### config.mk
export PLATFORM = sky130hd
export DESIGN_NAME = weak_until_mon
export DESIGN_NICKNAME = d
export VERILOG_FILES = /design/src/rtl/weak_until_mon.sv
export SDC_FILE = /design/constraint.sdc
export NUM_CORES = 1
export LEC_CHECK = 0
export BUFFER_PORTS_ARGS = -buffer_cell sky130_fd_sc_hd__buf_2
export CELL_PAD_IN_SITES_DETAIL_PLACEMENT = 0
export CELL_PAD_IN_SITES_GLOBAL_PLACEMENT = 1
export CORE_MARGIN = 1.5
export CORE_UTILIZATION = 36
export CTS_CLUSTER_DIAMETER = 200
export DETAILED_ROUTE_END_ITERATION = 8
export GPL_ROUTABILITY_DRIVEN = 0
export PLACE_DENSITY = 0.87
export SYNTH_ARGS = -nofsm -noshare
export SYNTH_HDL_FRONTEND = slang
export SYNTH_SLANG_ARGS = --single-unit
### constraint.sdc
create_clock -name clk -period 4.6 [get_ports clk]
set_input_delay 0.23 -clock clk [delete_from_list [all_inputs] [get_ports clk]]
set_output_delay 0.23 -clock clk [all_outputs]
set_load 0.02 [all_outputs]
### src/rtl/weak_until_mon.sv
module weak_until_mon #(
  parameter int CNT_W = 8
) (
  input  logic             clk,
  input  logic             rst,
  input  logic             incl_mode,
  input  logic             trig,
  input  logic             p,
  input  logic             q,
  output logic             fail,
  output logic             waiting,
  output logic [CNT_W-1:0] fail_cnt
);
  localparam logic [CNT_W-1:0] CNT_MAX = {CNT_W{1'b1}};

  logic trig_d;
  logic carry_r;
  logic need;
  logic carry_nx;

  assign waiting  = trig_d | carry_r;
  assign need     = incl_mode ? p : (p | q);
  assign fail     = waiting & ~need;
  assign carry_nx = waiting & p & ~q;

  always_ff @(posedge clk) begin
    if (rst) begin
      trig_d   <= 1'b0;
      carry_r  <= 1'b0;
      fail_cnt <= '0;
    end else begin
      trig_d  <= trig;
      carry_r <= carry_nx;
      if (fail && fail_cnt != CNT_MAX) fail_cnt <= fail_cnt + 1'b1;
    end
  end

  a_r1_trig_opens: assert property (@(posedge clk) disable iff (rst)
    trig |=> waiting);
  a_r2_carry: assert property (@(posedge clk) disable iff (rst)
    waiting && p && !q |=> waiting);
  a_r4_plain_release: assert property (@(posedge clk) disable iff (rst)
    !incl_mode && waiting && q && !trig |=> !waiting);
  a_r6_incl_release: assert property (@(posedge clk) disable iff (rst)
    incl_mode && waiting && p && q && !trig |=> !waiting);
  a_r8_count_step: assert property (@(posedge clk) disable iff (rst)
    fail && fail_cnt != CNT_MAX |=> fail_cnt == $past(fail_cnt) + 1'b1);
  a_r9_saturate: assert property (@(posedge clk) disable iff (rst)
    fail_cnt == CNT_MAX |=> fail_cnt == CNT_MAX);
  a_r10_quiet_after_reset: assert property (@(posedge clk) disable iff (rst)
    $past(rst) |-> !fail && !waiting);
endmodule

; After elaboration in Yosys (flattened, before gate mapping)
; Index checks and enable logic that the tools add are counted.
[op_classes]
n_bitwise = 7
n_eq_ne = 1
n_mux = 1
reduce_logical = 1
add_sub_neg = 1
[op_table]
columns = op, count
row1 = $add 8x1->8 const B, 1
row2 = $ne 8x8->1 const B, 1
row3 = $and 1x1->1, 3
row4 = $not 1->1, 2
row5 = $or 1x1->1, 2
row6 = $logic_and 1x1->1, 1
row7 = $mux 1, 1
[totals]
regBits = 10
in_bits = 6
elab_cells = 14
output_inout_bits = 10

; Logic depth before layout (Yosys ltp)
[depth]
ltp_word = 5
mapped_depth = 5
mapped_depth_nobuf = 5

; Worst setup path after synthesis
; Ideal clock, no wire load.
[synth_timing]
path_kind = register to register
startpoint = register fail_cnt[0]
endpoint = register fail_cnt[5]
period_less_slack_ps = 1635
required_time_ps = 4479
path_stages_with_launch = 6
n_path_buf = 0
t_arrival_ps = 1514
slack_ps = 2965
setup_ps = 121
path_cell_list = dfxtp_1 -> ha_1 -> nand3_1 -> or2_2 -> nand4_1 -> mux2_2
[synth_between]
elab_chain_len = 2
word_cells_on_any_way = 3
classes_between = 1 x add/sub / 1 x eq/ne / 1 x reduce/logical
[synth_lines]
columns = item, line
row1 = "start, declared", 12  ; output logic [CNT_W-1:0] fail_cnt
row2 = "start signal, assigned", 34  ; if (fail && fail_cnt != CNT_MAX) fail_cnt <= fail_cnt + 1'b1;
row3 = "parallel branches: the longest is 2 deep, another holds $add 8x1->8", -
; Several ways; the timed one is not identified.
; A chain may end at the register's enable or synchronous reset.

; Worst setup path in the final report
[layout_timing]
startpoint = register fail_cnt[0]
endpoint = register fail_cnt[6]
; The elaborated chain is that of the path after synthesis.

==> run_results.csv <==
group,metric,value,unit
final_layout,finalNonFillerCells,88,
logic_synthesis,post_synth.cell_area_avg,8.87,sq um
clocking,path_clk_slew,0.07,ns
timing,rsz0062_at_grt,"no",
flow_run,drv_cap,0,
drt,drt_wl_total,1010,microns
setup_path,path_class,"flop to flop",
logic_synthesis,synth_area_leaders,"dfxtp_1 (41%), mux2_2 (4.6%), a21oi_1 (4.1%), and3_1 (3.8%), nor2_1 (3.8%)",
logic_synthesis,synth_top_area_share,41.0,%
run_status,status,"finished clean",
global_routing,grt_pass1_wl,1700,microns
setup_path,cp_max_fo,5,
floorplanning,die_x,39.8,microns
clocking,htree_levels,1,
clocking,cts_max_path_buffers,2,
logic_synthesis,yosys-top-cells-count,"dfxtp_1 (10), nor2_1 (5), a21oi_1 (4)",
setup_path,cp-end-kind,"flop",
setup_path,path_common_cell,"nand3_1",
drt,drtIter0Drc,9,
place,dpl_cell_area,578,sq um
timing,fin_crit_sh,35.2,%
clocking,root_buffer,"clkbuf_4",
place,dpl.hpwl,748,microns
setup_path,cp-start-kind,"flop",
setup_path,path_buf_inv,0,
power,peakVddDrop,0.127,mV
logic_synthesis,ys_seq_area_share,41.0,%
timing,slew_violations,0,
clocking,cts_resized,0,
global_routing,grt_antenna_before_repair,0,
floorplanning,coreArea,1280,sq um
setup_path,cpLargestDelayFamily,"simple AND/OR/NAND/NOR gates",
logic_synthesis,synth-async-reset-ratio,0,%
logic_synthesis,synth_cells,55,
timing,clock_skew,0.00332,ns
timing,finalCriticalPeriod,1.62,ns
clocking,cts_tree,"built",
logic_synthesis,synth_top_area_cell,"dfxtp_1",
global_routing,grt_max_degree,13,
setup_path,cpPeakStageDelay,0.40,ns
timing,hold_ws,0.137,ns
timing,tns,0,ns
place,dp_cells,84,
setup_path,crit_slowest_cell,"dfxtp_1",
setup_path,crit_chain,"ha_1 > nand3_1 > nor4_1 > nand3_1 > mux2_2",
clocking,cts_inserted_buffers,3,
drt,first_pass_iters,4,
timing,worstMarginPinSlew,0.433,ns
place,portBuffers,15,
clocking,clock-sinks,10,
global_routing,grt_pass1_vias,400,
drt,vias,475,
floorplanning,io_pins,16,
logic_synthesis,syn_nets,62,
logic_synthesis,ys_warn_count,0,
logic_synthesis,synthesis.area,488,sq um
drt,viasPerCell,5.40,
final_layout,diodes,0,
final_layout,synthToLayoutAreaGrowth,25.9,%
floorplanning,num_rows,13,
clocking,clk_latency,0.26,ns
timing,finalSetupViolCount,0,
drt,drc,0,
power,power_leakage,0.000275,uW
drt,ant_nets,0,
setup_path,crit_required,4.75,ns
timing,hold_viol,0,
floorplanning,die_area,1590,sq um
logic_synthesis,synth.ff_latch_count,10,
logic_synthesis,synth-main-ff-cell,"dfxtp_1",
final_layout,nets,81,
power,power_density,293,nW/um^2
power,total_power,180,uW
global_routing,grtUsageTotal,16.2,%
global_routing,overflow,0,
hold_path,hold_path_class,"input port to flop",
floorplanning,initial_utilization,38.0,%
setup_path,crit_arrival,1.77,ns
drt,wl_per_cell,11.5,microns
final_layout,postLayoutCellArea,614,sq um
clocking,postCtsSetupBuffers,0,
timing,fmax,618,MHz
clocking,cts_hold_buf,0,
logic_synthesis,synth_edf_count,0,
floorplanning,die_h,39.8,microns
logic_synthesis,yosysUniqueCellTypes,26,
logic_synthesis,synth.most_common_cell,"dfxtp_1",
final_layout,drive_gt1_share,34.2,%
timing,relSlewSlack,70.9,%
[area by class of cell]
type,instances,area (sq um)
well taps,15,18.8
multi-input cells,41,273
fillers,135,671
clock buffers,4,36.3
inverters,3,11.3
repair buffers,15,75.1
flip-flops and latches,10,200
[layout by cell type (no fill, tap or decap)]
master    netlist  layout
nor4b_1         1       1
nor2_1          5       5
nor4_1          1       1
and3_1          3       3
dfxtp_1        10      10
nor3_1          1       1
mux2i_1         1       1
a21oi_1         4       4
nand4b_1        1       1
o21ai_0         3       3
nand2_1         1       1
nor3_2          1       1
or2_2           1       1
or3_1           2       2
clkbuf_4        0       3
ha_1            1       1
mux2_2          2       2
nor2b_1         3       3
a311oi_1        1       1
or3_4           1       1
o31ai_1         1       1
nand4_1         2       2
clkbuf_8        0       1
buf_2           0      15
nor2b_4         1       1
a31oi_1         1       1
inv_1           3       3
nand3_1         3       3
[through the flow]
stage | setup WS, ns | util (%)
floorplan | 2.97 | -
global placement | 3.04 | 45.0
detailed placement | 2.99 | 45.0
CTS | 2.98 | 47.8
global route | 2.85 | 47.8
finish | 2.98 | 47.8
[state kept, by name (all words and copies together), names as in the netlist]
name and count:
fail_cnt 8, carry_r 1, trig_d 1
[worst paths after layout]
| kind | start | endpoint | slack, ns | depth (start not counted) |
|---|---|---|---|---|
| hold / removal | q | carry_r | 0.14 | 2 |
| hold reg to reg | fail_cnt[1] | fail_cnt[1] | 0.52 | 2 |
| setup / recovery | fail_cnt[0] | fail_cnt[6] | 2.98 | 5 |
| setup reg to reg | fail_cnt[0] | fail_cnt[6] | 2.98 | 5 |
[power by group]
part	switching (uW)	leakage [uW]	total, uW	internal, uW
sequential	0.858	0.0000810	88.6	87.7
clock	30.5	0.0000210	78.5	48.0
combinational	7.86	0.000173	13.2	5.37
[metal layers]
metal	vias to the layer above	track usage, %	wire (microns)
met5	-	0	0
met4	0	10.3	12
met3	4	3.41	48
met2	11	23.4	469
met1	218	21.4	484
li1	242	-	-
[cell families (layout without fill, tap and decap cells)]
family	count (synthesis)	in the layout	share of synthesized area, %
flops	10	10	41.0
mux	3	3	6.67
fa+ha+maj	1	1	2.56
simple gates	27	27	34.9
buf+inv	4	22	3.08
compound gates	10	10	11.8
(Power assumes the default switching activity.)
